[config.mk]
export PLATFORM = sky130hd
export DESIGN_NAME = spi_ctrl_port
export DESIGN_NICKNAME = d
export VERILOG_FILES = /design/src/rtl/spi_ctrl_pkg.sv /design/src/rtl/spi_pin_sync.sv /design/src/rtl/spi_mode_detect.sv /design/src/rtl/spi_frame_engine.sv /design/src/rtl/spi_ctrl_port.sv
export SDC_FILE = /design/constraint.sdc
export NUM_CORES = 1
export LEC_CHECK = 0
export BUFFER_PORTS_ARGS = -buffer_cell sky130_fd_sc_hd__buf_2
export CAP_MARGIN = 20
export CORE_ASPECT_RATIO = 0.9
export CORE_MARGIN = 3
export CORE_UTILIZATION = 57
export CTS_CLUSTER_SIZE = 30
export DETAILED_ROUTE_END_ITERATION = 16
export PLACE_DENSITY = 0.78
export SYNTH_ARGS = -nofsm -noshare
export SYNTH_HDL_FRONTEND = slang
export SYNTH_SLANG_ARGS = --single-unit
[constraint.sdc]
create_clock -name clk_i -period 2.5 [get_ports clk_i]
set_input_delay 0.5 -clock clk_i [delete_from_list [all_inputs] [get_ports clk_i]]
set_output_delay 0.5 -clock clk_i [all_outputs]
set_load 0.02 [all_outputs]
[src/rtl/spi_ctrl_pkg.sv]
package spi_ctrl_pkg;

  localparam int BYTE_W = 8;

  typedef enum logic [1:0] {
    PH_CHIP,
    PH_ADDR_HI,
    PH_ADDR_LO,
    PH_DATA
  } phase_e;

endpackage

[src/rtl/spi_pin_sync.sv]
module spi_pin_sync #(
  parameter int         W       = 3,
  parameter int         STAGES  = 2,
  parameter logic [W-1:0] RST_VAL = '0
) (
  input  logic         clk_i,
  input  logic         rst_ni,
  input  logic [W-1:0] d_i,
  output logic [W-1:0] q_o
);

  logic [W-1:0] stg_q [STAGES];

  for (genvar s = 0; s < STAGES; s++) begin : g_stage
    if (s == 0) begin : g_first
      always_ff @(posedge clk_i or negedge rst_ni) begin
        if (!rst_ni) stg_q[s] <= RST_VAL;
        else         stg_q[s] <= d_i;
      end
    end else begin : g_next
      always_ff @(posedge clk_i or negedge rst_ni) begin
        if (!rst_ni) stg_q[s] <= RST_VAL;
        else         stg_q[s] <= stg_q[s-1];
      end
    end
  end

  assign q_o = stg_q[STAGES-1];

endmodule

[src/rtl/spi_mode_detect.sv]
module spi_mode_detect #(
  parameter int PULSES = 3
) (
  input  logic clk_i,
  input  logic rst_ni,
  input  logic latch_rise_i,
  output logic mode_o
);

  localparam int CNT_W = (PULSES > 1) ? $clog2(PULSES) : 1;
  localparam logic [CNT_W-1:0] CNT_LAST = CNT_W'(PULSES - 1);

  logic [CNT_W-1:0] cnt_q;
  logic             mode_q;

  always_ff @(posedge clk_i or negedge rst_ni) begin
    if (!rst_ni) begin
      cnt_q  <= '0;
      mode_q <= 1'b0;
    end else if (!mode_q && latch_rise_i) begin
      if (cnt_q == CNT_LAST) mode_q <= 1'b1;
      else                   cnt_q  <= cnt_q + 1'b1;
    end
  end

  assign mode_o = mode_q;

  AST_MODE_STICKY: assert property (@(posedge clk_i) disable iff (!rst_ni)
    mode_q |=> mode_q);

  AST_MODE_NEEDS_EDGE: assert property (@(posedge clk_i) disable iff (!rst_ni)
    $rose(mode_q) |-> $past(latch_rise_i));

endmodule

[src/rtl/spi_frame_engine.sv]
module spi_frame_engine
  import spi_ctrl_pkg::*;
#(
  parameter int ADDR_W    = 16,
  parameter int DATA_W    = 32,
  parameter int MEM_WORDS = 512,
  parameter int MEM_BYTES = 4
) (
  input  logic              clk_i,
  input  logic              rst_ni,
  input  logic              active_i,
  input  logic              rise_i,
  input  logic              fall_i,
  input  logic              sdi_i,
  input  logic [DATA_W-1:0] rdata_i,
  output logic [ADDR_W-1:0] addr_o,
  output logic [DATA_W-1:0] wdata_o,
  output logic              we_o,
  output logic              re_o,
  output logic              sdo_o,
  output logic              oe_o
);

  localparam int TX_W     = MEM_BYTES * BYTE_W;
  localparam int MEM_BITS = TX_W - 4;
  localparam int BC_W     = (MEM_BYTES > 1) ? $clog2(MEM_BYTES) : 1;
  localparam int ACC_W    = (MEM_BYTES - 1) * BYTE_W;
  localparam logic [BC_W-1:0]   MEM_LAST = BC_W'(MEM_BYTES - 1);
  localparam logic [ADDR_W-1:0] MEM_END  = ADDR_W'(MEM_WORDS);

  phase_e            phase_q;
  logic [2:0]        bit_cnt_q;
  logic [BYTE_W-1:0] shift_q;
  logic              rd_q;
  logic [ADDR_W-1:0] addr_q;
  logic [ACC_W-1:0]  wacc_q;
  logic [BC_W-1:0]   wbyte_q;
  logic [TX_W-1:0]   tx_q;
  logic [DATA_W-1:0] wdata_q;
  logic              sdo_q, oe_q, we_q, re_q, load_q, word_done_q;

  logic [BYTE_W-1:0] byte_next;
  logic [TX_W-1:0]   acc_next;
  logic              is_mem, byte_done, word_end;
  logic [BC_W-1:0]   last_byte;

  assign byte_next = {shift_q[BYTE_W-2:0], sdi_i};
  assign acc_next  = {wacc_q, byte_next};
  assign is_mem    = addr_q < MEM_END;
  assign last_byte = is_mem ? MEM_LAST : '0;
  assign byte_done = active_i && rise_i && (bit_cnt_q == 3'd7);
  assign word_end  = byte_done && (phase_q == PH_DATA) && (wbyte_q == last_byte);

  always_ff @(posedge clk_i or negedge rst_ni) begin
    if (!rst_ni) begin
      phase_q     <= PH_CHIP;
      bit_cnt_q   <= '0;
      shift_q     <= '0;
      rd_q        <= 1'b0;
      addr_q      <= '0;
      wacc_q      <= '0;
      wbyte_q     <= '0;
      tx_q        <= '0;
      wdata_q     <= '0;
      sdo_q       <= 1'b0;
      oe_q        <= 1'b0;
      we_q        <= 1'b0;
      re_q        <= 1'b0;
      load_q      <= 1'b0;
      word_done_q <= 1'b0;
    end else begin
      we_q        <= 1'b0;
      re_q        <= 1'b0;
      word_done_q <= 1'b0;
      load_q      <= re_q;
      if (!active_i) begin
        phase_q   <= PH_CHIP;
        bit_cnt_q <= '0;
        wbyte_q   <= '0;
        rd_q      <= 1'b0;
        oe_q      <= 1'b0;
      end else begin
        if (rise_i) begin
          shift_q   <= byte_next;
          bit_cnt_q <= bit_cnt_q + 3'd1;
          if (byte_done) begin
            unique case (phase_q)
              PH_CHIP: begin
                rd_q    <= byte_next[0];
                phase_q <= PH_ADDR_HI;
              end
              PH_ADDR_HI: begin
                addr_q  <= {addr_q[ADDR_W-BYTE_W-1:0], byte_next};
                phase_q <= PH_ADDR_LO;
              end
              PH_ADDR_LO: begin
                addr_q  <= {addr_q[ADDR_W-BYTE_W-1:0], byte_next};
                phase_q <= PH_DATA;
                wbyte_q <= '0;
                re_q    <= rd_q;
              end
              default: begin
                wacc_q <= acc_next[ACC_W-1:0];
                if (word_end) begin
                  wbyte_q     <= '0;
                  word_done_q <= 1'b1;
                  we_q        <= !rd_q;
                  wdata_q     <= is_mem ? DATA_W'(acc_next[MEM_BITS-1:0])
                                        : DATA_W'(byte_next);
                end else begin
                  wbyte_q <= wbyte_q + 1'b1;
                end
              end
            endcase
          end
        end
        // read data moves on the serial clock's falling edge
        if (fall_i && rd_q && phase_q == PH_DATA) begin
          sdo_q <= tx_q[TX_W-1];
          tx_q  <= tx_q << 1;
          oe_q  <= 1'b1;
        end
      end
      if (word_done_q) begin
        addr_q <= addr_q + 1'b1;
        re_q   <= rd_q;
      end
      if (load_q) begin
        tx_q <= is_mem ? TX_W'(rdata_i[MEM_BITS-1:0])
                       : {rdata_i[BYTE_W-1:0], {(TX_W-BYTE_W){1'b0}}};
      end
    end
  end

  assign addr_o  = addr_q;
  assign wdata_o = wdata_q;
  assign we_o    = we_q;
  assign re_o    = re_q;
  assign sdo_o   = sdo_q;
  assign oe_o    = oe_q;

  AST_OE_ONLY_READ: assert property (@(posedge clk_i) disable iff (!rst_ni)
    oe_q |-> rd_q);

  AST_WE_ONLY_WRITE: assert property (@(posedge clk_i) disable iff (!rst_ni)
    we_q |-> !rd_q);

  AST_ADDR_STEP: assert property (@(posedge clk_i) disable iff (!rst_ni)
    word_done_q |=> addr_q == $past(addr_q) + 1'b1);

  AST_MEM_NIBBLE_ZERO: assert property (@(posedge clk_i) disable iff (!rst_ni)
    (we_q && is_mem) |-> wdata_q[DATA_W-1:MEM_BITS] == '0);

  AST_OE_OFF_IDLE: assert property (@(posedge clk_i) disable iff (!rst_ni)
    !active_i |=> !oe_q);

endmodule

[src/rtl/spi_ctrl_port.sv]
module spi_ctrl_port
  import spi_ctrl_pkg::*;
#(
  parameter int ADDR_W       = 16,
  parameter int DATA_W       = 32,
  parameter int MEM_WORDS    = 512,
  parameter int MEM_BYTES    = 4,
  parameter int ENTRY_PULSES = 3,
  parameter int SYNC_STAGES  = 2
) (
  input  logic              clk_i,
  input  logic              rst_ni,
  input  logic              latch_ni,
  input  logic              sclk_i,
  input  logic              sdi_i,
  output logic              sdo_o,
  output logic              sdo_oe_o,
  output logic              spi_mode_o,
  output logic [ADDR_W-1:0] bus_addr_o,
  output logic [DATA_W-1:0] bus_wdata_o,
  output logic              bus_we_o,
  output logic              bus_re_o,
  input  logic [DATA_W-1:0] bus_rdata_i
);

  logic [2:0] pins_s;
  logic       latch_s, sclk_s, sdi_s;
  logic       latch_d_q, sclk_d_q;
  logic       latch_rise, sclk_rise, sclk_fall;
  logic       mode, active;

  spi_pin_sync #(
    .W      (3),
    .STAGES (SYNC_STAGES),
    .RST_VAL(3'b100)
  ) i_sync (
    .clk_i (clk_i),
    .rst_ni(rst_ni),
    .d_i   ({latch_ni, sclk_i, sdi_i}),
    .q_o   (pins_s)
  );

  assign latch_s = pins_s[2];
  assign sclk_s  = pins_s[1];
  assign sdi_s   = pins_s[0];

  always_ff @(posedge clk_i or negedge rst_ni) begin
    if (!rst_ni) begin
      latch_d_q <= 1'b1;
      sclk_d_q  <= 1'b0;
    end else begin
      latch_d_q <= latch_s;
      sclk_d_q  <= sclk_s;
    end
  end

  assign latch_rise = latch_s & ~latch_d_q;
  assign sclk_rise  = sclk_s & ~sclk_d_q;
  assign sclk_fall  = ~sclk_s & sclk_d_q;

  spi_mode_detect #(.PULSES(ENTRY_PULSES)) i_mode (
    .clk_i       (clk_i),
    .rst_ni      (rst_ni),
    .latch_rise_i(latch_rise),
    .mode_o      (mode)
  );

  assign active = mode & ~latch_s;

  spi_frame_engine #(
    .ADDR_W   (ADDR_W),
    .DATA_W   (DATA_W),
    .MEM_WORDS(MEM_WORDS),
    .MEM_BYTES(MEM_BYTES)
  ) i_engine (
    .clk_i   (clk_i),
    .rst_ni  (rst_ni),
    .active_i(active),
    .rise_i  (sclk_rise),
    .fall_i  (sclk_fall),
    .sdi_i   (sdi_s),
    .rdata_i (bus_rdata_i),
    .addr_o  (bus_addr_o),
    .wdata_o (bus_wdata_o),
    .we_o    (bus_we_o),
    .re_o    (bus_re_o),
    .sdo_o   (sdo_o),
    .oe_o    (sdo_oe_o)
  );

  assign spi_mode_o = mode;

  AST_QUIET_BEFORE_MODE: assert property (@(posedge clk_i) disable iff (!rst_ni)
    !mode |-> !(bus_we_o || bus_re_o || sdo_oe_o));

endmodule

Word-level counts from Yosys, hierarchy flattened
Index checks and enable logic that the tools add are counted.
{ "totals": {"regBits": 132} }
{ "op_classes": {"addsub": 4, "magnitude_cmp": 1, "n_eq_ne": 12, "n_mux": 43, "n_bitwise": 10, "n_reduce_logical": 30} }
{ "ops": {"columns": ["cell", "n"], "rows": [
  ["32-bit two-way mux", 4],
  ["16-bit two-way mux", 5],
  ["28-bit two-way mux", 1],
  ["1-bit two-way mux", 21],
  ["16-bit by 1-bit adder with 16-bit output (second input constant)", 1],
  ["16-bit by 10-bit less-than comparator with 1-bit output (second input constant)", 1],
  ["2-bit two-way mux", 8],
  ["2-bit nonzero test", 6],
  ["2-bit != test (second input constant)", 5],
  ["2-bit AND reduction", 5],
  ["3-bit AND reduction", 3],
  ["4-bit AND reduction", 2],
  ["1-bit logical AND", 7],
  ["2-bit == test (second input constant)", 3],
  ["3-bit two-way mux", 2],
  ["1-bit NOT", 6],
  ["2-bit case mux with 3 select lines", 1],
  ["5-bit AND reduction", 1],
  ["2-bit by 1-bit adder with 2-bit output (second input constant)", 2],
  ["1-bit bitwise AND", 4],
  ["4-bit != test (second input constant)", 1],
  ["2-bit case mux with 2 select lines", 1],
  ["2-bit OR reduction", 2],
  ["3-bit by 1-bit adder with 3-bit output (second input constant)", 1],
  ["other kinds (6)", 7]
]} }

Longest topological paths before layout
Gate-level depths: netlist of the first run.
{ "depth": {"word_depth": 11, "mapped_depth": 8} }

By module
A second synthesis of the first run with hierarchy kept.
{ "unflattened": {"hier_cells": 522, "hier_area_um2": 5743.0} }
{ "by_module_without_submodules": {"columns": ["module", "instances", "cells_per_inst", "area_per_inst_um2", "seq_area_each_um2"], "rows": [
  ["spi_frame_engine", 1, 497, 5347.6, 2927.8],
  ["spi_pin_sync", 1, 9, 175.2, 152.6],
  ["spi_mode_detect", 1, 10, 141.4, 75.1],
  ["spi_ctrl_port", 1, 6, 78.8, 51.3]
]} }

Least setup slack after synthesis of the first run
OpenSTA, ideal clock, no wires.
{ "synth_path": {"path_type": "reg2reg", "from": "reg i_engine.bit_cnt_q[0]", "to": "reg i_engine.wdata_q[14] (netlist: i_engine.wdata_o[14])", "setup_time_ps": 129, "t_arrival_ps": 1892, "required_ps": 2371, "setup_slack_ps": 480, "stages_incl_launch_ff": 9, "path_buffers": 2, "synth_period_minus_slack_ps": 2020, "cell_sequence": "dfrtp_1 ha_1 ha_1 and3b_1 clkbuf_1 nand2_1 nor3_2 buf_4 a221oi_2"} }
{ "synth_via": {"elab_chain_cells": 5} }
{ "synth_rtl": {"columns": ["item", "line", "text"], "rows": [
  ["from (decl)", "spi_frame_engine.sv:32", "logic [2:0] bit_cnt_q;"],
  ["from (signal assigned)", "spi_frame_engine.sv:85", "bit_cnt_q <= bit_cnt_q + 3'd1;"],
  ["3-bit == test (*)", "spi_frame_engine.sv:51", "assign byte_done = active_i && rise_i && (bit_cnt_q == 3'd7);"],
  ["1-bit logical AND (*)", "spi_frame_engine.sv:51", null],
  ["1-bit logical AND (2 in a row)", "spi_frame_engine.sv:52", "assign word_end = byte_done && (phase_q == PH_DATA) && (wbyte_q == last_byte);"],
  ["5-bit AND reduction (no line) (*)", null, null],
  ["to (signal assigned)", "spi_frame_engine.sv:108", "wdata_q <= is_mem ? DATA_W'(acc_next[MEM_BITS-1:0])"],
  ["to (decl)", "spi_frame_engine.sv:39", "logic [DATA_W-1:0] wdata_q;"]
]} }
Every way passes the cells marked *; elsewhere a longest branch is shown, timed or not.
A chain may end at the register's enable or synchronous reset.

Worst setup path after layout of the first run
{ "layout_path": {"from": "reg i_engine.bit_cnt_q[0]", "to": "reg i_engine.wacc_q[10]"} }
{ "layout_via": {"elab_chain_cells": 3} }
{ "layout_rtl": {"columns": ["item", "line", "text"], "rows": [
  ["3-bit == test", "spi_frame_engine.sv:51", null],
  ["1-bit logical AND", "spi_frame_engine.sv:51", null],
  ["4-bit AND reduction (no line)", null, null],
  ["to (signal assigned)", "spi_frame_engine.sv:103", "wacc_q <= acc_next[ACC_W-1:0];"],
  ["to (decl)", "spi_frame_engine.sv:36", "logic [ACC_W-1:0] wacc_q;"]
]} }
No other way between the ends.

==> results of run 1 <==
-- per-layer routing --
metal  vias up  share of wire [%]  track usage [%]
met2       134                 48             34.7
met5         -                  0                0
met1      2165                 45             31.3
met3        25                5.4             6.88
met4         0                1.8             7.38
li1       2051                  -                -
-- layout make-up --
| type | instances | area (um2) |
|---|---|---|
| Clock buffer | 22 | 474 |
| Clock inverter | 10 | 110 |
| Fill cell | 693 | 2810 |
| Inverter | 49 | 184 |
| Multi-Input combinational cell | 323 | 2510 |
| Sequential cell | 128 | 3210 |
| Tap cell | 126 | 158 |
| Timing Repair Buffer | 96 | 546 |
-- power breakdown --
part           total, mW  leakage, nW  internal [mW]  switching (mW)
clock network       2.41        0.290           1.54           0.872
logic              0.235         1.29          0.108           0.127
registers           2.26         1.58           2.16           0.101
-- Yosys cell counts (2+ instances only) --
library cell  instances
dfrtp_1             125
mux2i_1              69
inv_1                48
nand3_1              30
o21ai_0              27
a21oi_1              26
mux2_2               25
nand2_1              19
nor2_1               19
clkbuf_1             14
a221oi_2             10
ha_1                 10
a221oi_1              9
o22ai_1               8
a211oi_1              7
buf_2                 7
xnor2_1               7
buf_4                 6
nor3_1                4
nor4_1                4
and2_1                3
and3_1                3
dfstp_2               3
a22oi_1               2
a311oi_1              2
a41o_1                2
and3b_1               2
nand2b_1              2
nand4_1               2
nor2b_1               2
or3_1                 2
xor2_1                2
-- stage by stage --
step | worst slack [ns] | hold slack (ns) | power, mW
after detailed placement | 0.267 | 0.336 | 2.53
final | 0.244 | 0.0298 | 4.90
after CTS | 0.254 | 0.0329 | 4.95
after global routing | 0.132 | 0.0426 | 5.09
after floorplan | 0.480 | 0.204 | 2.38
after global placement | 0.356 | 0.333 | 2.51
-- flip-flops by register name, summed over array words and instances, names as in the netlist, 3 cells and up --
| signal | count |
|---|---|
| i_engine.tx_q | 32 |
| i_engine.wdata_o | 28 |
| i_engine.wacc_q | 20 |
| i_engine.addr_o | 16 |
| i_engine.shift_q | 7 |
| i_engine.bit_cnt_q | 3 |
| i_sync.q_o | 3 |
| i_sync.stg_q | 3 |
-- how the worst min path moves through the flow --
stage	endpoint	slack (ns)
after floorplan	i_engine.addr_o[0]	0.20
after global placement	i_sync.q_o[0]	0.33
after detailed placement	i_sync.q_o[1]	0.34
after CTS	i_mode.cnt_q[1]	0.03
after global routing	i_mode.cnt_q[1]	0.04
final	i_mode.cnt_q[1]	0.03
-- cell families after synthesis --
| group | count (synthesis) |
|---|---|
| AOI/OAI and AO/OA | 102 |
| muxes | 94 |
| buffers and inverters | 78 |
| DFF | 128 |
| and+or+nand+nor | 104 |
| adders and majority gates | 10 |
| xor gates and xnor gates | 9 |
| other | 1 |
-- worst register-to-register path, delay by kind of cell, from the launching register on --
| family | cells | cell delay (ns) |
|---|---|---|
| AND/OR/NAND/NOR | 3 | 0.93 |
| multiplexers | 1 | 0.20 |
| flip-flops | 1 | 0.39 |
| buffers and inverters | 1 | 0.27 |
| adder cells (fa/ha/maj) | 2 | 0.39 |
==> flow_summary.toml, run 1 <==
[logic_synthesis]
synth_edf_count = 0
synth_top_area_cell = "dfrtp_1"
synth_top_family_by_area = "multiplexers"
ys.flop_type = "dfrtp_1"
synthArstFlopShare_pct = 100
synth.area.top_cells = "dfrtp_1 52%, mux2i_1 11%, mux2_2 4.7%"
synth-compound-area-share_pct = 12.0
synthXorXnorAreaFrac_pct = 1.31
synth_top_area_share_pct = 51.9
synth_seq_area_share_pct = 53.2
yosys.area_share.simple_pct = 9.68
syn_inst = 526
synth_mux_area_share_pct = 16.1
yosys.area_share.adder_pct = 2.08
yosys.cell_types.count = 57
ys_warn_count = 0
syn_area_um2 = 6030
syn_area_per_cell_um2 = 11.5
synth_seq_cells = 128

[timing]
max-slew-margin-rel_pct = 61.6
rsz0062_at_grt = "false"
finalSetupViolCount = 0
layout_min_cycle_time_ns = 2.26
fmax_ghz = 0.443
finalHoldViolations = 0
tightestPinTransition_ns = 0.567
setup_tns_ns = 0
period_share_pct = 90.2
finClkSkew_ns = 0.00624
maxSlewViolCount = 0

[routing]
drt_wl_total_mm = 12.9
num_vias = 4375
wire_per_inst_um = 17.1
first_iter_violations = 361
avgViaCountPerCell = 5.80
drc = 0
drtPass1Iterations = 4
drtAntennaViolNets = 0

[clock_network]
clkLatencyLatePin_ns = 0.41
cts_resized = 0
clock_path_buffers = 2
cts_root_buf = "clkbuf_16"
cts_setup_buffers = 0
cts_tree = "done"
cts.hold.buffers_added = 0
cts_buffers = 17
htreeDepth = 4
cts_sinks = 128
clkTransAtPathRegs_ns = 0.06

[critical_path]
endpoint = "i_engine.wacc_q[10]"
r2r_cells = 7
reg2reg_slack_ns = 0.24
r2r_start = "i_engine.bit_cnt_q[0]"
critPathMaxFanout = 12
worstReg2RegEnd = "i_engine.wacc_q[10]"
path_buf_inv = 1
critPathSlowestCell = "nand2_1"
worstSetupPathDepth = 7
critical_path.top_delay_family = "simple AND/OR/NAND/NOR gates"
cp-startpoint = "i_engine.bit_cnt_q[0]"
slowest_delay_ns = 0.41
crit_top_cell = "ha_1"
path_cells = "ha_1, ha_1, and3b_1, and2_1, nand2_1, buf_4, mux2i_1"
crit_path_end_kind = "register"
cp.arrival_ns = 2.59
crit_type = "register to register"
cp.required_ns = 2.83
startpoint_type = "register"

[floorplan]
die_w_um = 114
start_util_pct = 60.3
die-area_um2 = 11800
io_pins = 90
core.rowCount = 34
coreArea_um2 = 10000
die_y_um = 104

[place]
dpl_cell_area_um2 = 6600
place.gp.congestion = 0.967
dp_hpwl_mm = 8.64
dp.cells = 722
io_buffers = 81

[global_routing]
antenna_found_initial = 0
grt_max_degree = 57
grt_pass1_wl_mm = 21.6
grt_pass1_vias = 4426
grt_overflow = 0
track_usage_pct = 22.8

[final_layout]
drive_gt1_share_pct = 27.9
area_growth_pct = 19.2
final_cell_mix = "125 x dfrtp_1, 80 x buf_2, 69 x mux2i_1, 48 x inv_1, 30 x nand3_1"
final_common_cell = "dfrtp_1"
diodes = 0
stdcell_count = 754
final_cell_area_um2 = 7180
nNetsFinal = 662
final_util_pct = 71.9

[power_and_ir_drop]
leakage_nw = 3.16
ir_drop_v = 0.000816
p_per_area_nw_per_um2 = 682

[job]
maxCapViolCount = 0

[run_status]
status = "complete, no violations"

[hold_path]
hold_path_class = "input port to async pin"
Note: power is estimated with default switching activity, not from simulation.
==> run 2: changes to the inputs <==
CORE_UTILIZATION = 41   (was 57)
CTS_CLUSTER_DIAMETER = 150   (was unset)
PLACE_DENSITY = 0.59   (was 0.78)
==> flow_summary.toml, run 2 (synthesis gave the netlist of run 1 again) <==
[run_status]
status = "complete, no violations"

[routing]
num_vias = 4320
drc = 0
wire_per_inst_um = 15.9
avgViaCountPerCell = 5.26
drtAntennaViolNets = 0
drtPass1Iterations = 5
first_iter_violations = 295
drt_wl_total_mm = 13.1

[place]
dp_hpwl_mm = 9.04
place.gp.congestion = 0.825
pre_cts_ws_ns = 0.283
io_buffers = 81

[timing]
period_share_pct = 87.6
finClkSkew_ns = 0.00786
finalHoldViolations = 0
fmax_ghz = 0.456
rsz0062_at_grt = "false"
setup_tns_ns = 0
tightestPinTransition_ns = 0.520
layout_min_cycle_time_ns = 2.19
max-slew-margin-rel_pct = 64.9
finalSetupViolCount = 0
setup_ws_ns = 0.309
maxSlewViolCount = 0

[final_layout]
final-seq-area_um2 = 3210
fillers = 1283
drive_gt1_share_pct = 27.8
final_cell_mix = "125 x dfrtp_1, 80 x buf_2, 69 x mux2i_1, 48 x inv_1, 30 x nand3_1"
largest_register = "i_engine.tx_q"
multi_input_area_um2 = 2510
diodes = 0
area_growth_pct = 20.8
largest_reg_flops = 32
final_common_cell = "dfrtp_1"
nNetsFinal = 665

[critical_path]
r2r_cells = 7
worstSetupPathDepth = 7
cp.required_ns = 2.83
cp-startpoint = "i_engine.bit_cnt_q[0]"
critPathMaxFanout = 12
r2r_start = "i_engine.bit_cnt_q[0]"
critical_path.top_delay_family = "simple AND/OR/NAND/NOR gates"
endpoint = "i_engine.wacc_q[18]"
reg2reg_slack_ns = 0.31
crit_path_end_kind = "register"
cp.arrival_ns = 2.53
critPathSlowestCell = "nand2_1"
path_buf_inv = 1
crit_type = "register to register"
slowest_delay_ns = 0.40
worstReg2RegEnd = "i_engine.wacc_q[18]"
path_cells = "ha_1, ha_1, and3b_1, and2_1, nand2_1, buf_4, mux2i_1"
crit_top_cell = "ha_1"
startpoint_type = "register"

[floorplan]
coreArea_um2 = 14200
die_w_um = 134
start_util_pct = 42.4
die-area_um2 = 16200
io_pins = 90
die_y_um = 121
core.rowCount = 41

[clock_network]
cts_root_buf = "clkbuf_16"
cts_tree = "done"
cts_buffers = 17
clkTransAtPathRegs_ns = 0.06
htreeDepth = 4
cts_sinks = 128
cts.hold.buffers_added = 0
cts_resized = 0
cts_setup_buffers = 0
clkLatencyLatePin_ns = 0.41
clock_path_buffers = 2

[global_routing]
track_usage_pct = 17.3
grt_most_used_layer = "met2"
met3_usage_pct = 3.94
grt_overflow = 0
use_met2_pct = 26.2
grt_max_degree = 72
grt_pass1_vias = 4513
grt_pass1_wl_mm = 22.5
use_met1_pct = 24.3
antenna_found_initial = 0

[power_and_ir_drop]
leakage_nw = 3.17
ir_drop_v = 0.000435
p_per_area_nw_per_um2 = 665

[job]
maxCapViolCount = 0

[hold_path]
hold_path_class = "input port to async pin"
-- run 2: routing by layer --
layer | part of all wire, % | up-vias
met5 | 0 | -
met4 | 1.6 | 0
met3 | 4.4 | 20
met2 | 45 | 95
met1 | 49 | 2137
li1 | - | 2068
-- run 2: area by class of cell --
class / count / area share, %
Clock buffer: 23 / 6.56
Clock inverter: 7 / 1.17
Inverter: 49 / 2.53
Multi-Input combinational cell: 323 / 34.4
Sequential cell: 128 / 44.0
Tap cell: 193 / 3.32
Timing Repair Buffer: 99 / 7.97
-- run 2: worst min path at each step --
stage                          startpoint                  to  cells past startpoint
final                              rst_ni   i_engine.tx_q[28]                      1
after global routing               rst_ni   i_engine.tx_q[28]                      1
after CTS                          rst_ni   i_engine.tx_q[28]                      1
after detailed placement  i_sync.stg_q[4]       i_sync.q_o[1]                      0
after global placement    i_sync.stg_q[3]       i_sync.q_o[0]                      0
after floorplan                    rst_ni  i_engine.addr_o[0]                      0
-- run 2: stage by stage --
step                      hold slack, ns  area (um2)  utilization (%)  total power, mW  instances
after global routing              0.0771        7280             51.2             5.04        822
after detailed placement           0.335        6720             47.3             2.53        792
final                             0.0480        7280             51.2             4.84        822
after CTS                         0.0504        7280             51.2             4.91        822
after global placement             0.335        6720             47.3             2.51        792
after floorplan                    0.204        6040                -             2.38        529
-- run 2: where the power goes --
part | total, mW | internal, mW | switching [mW]
sequential | 2.25 | 2.16 | 0.0939
combinational | 0.231 | 0.107 | 0.124
clock | 2.36 | 1.52 | 0.835
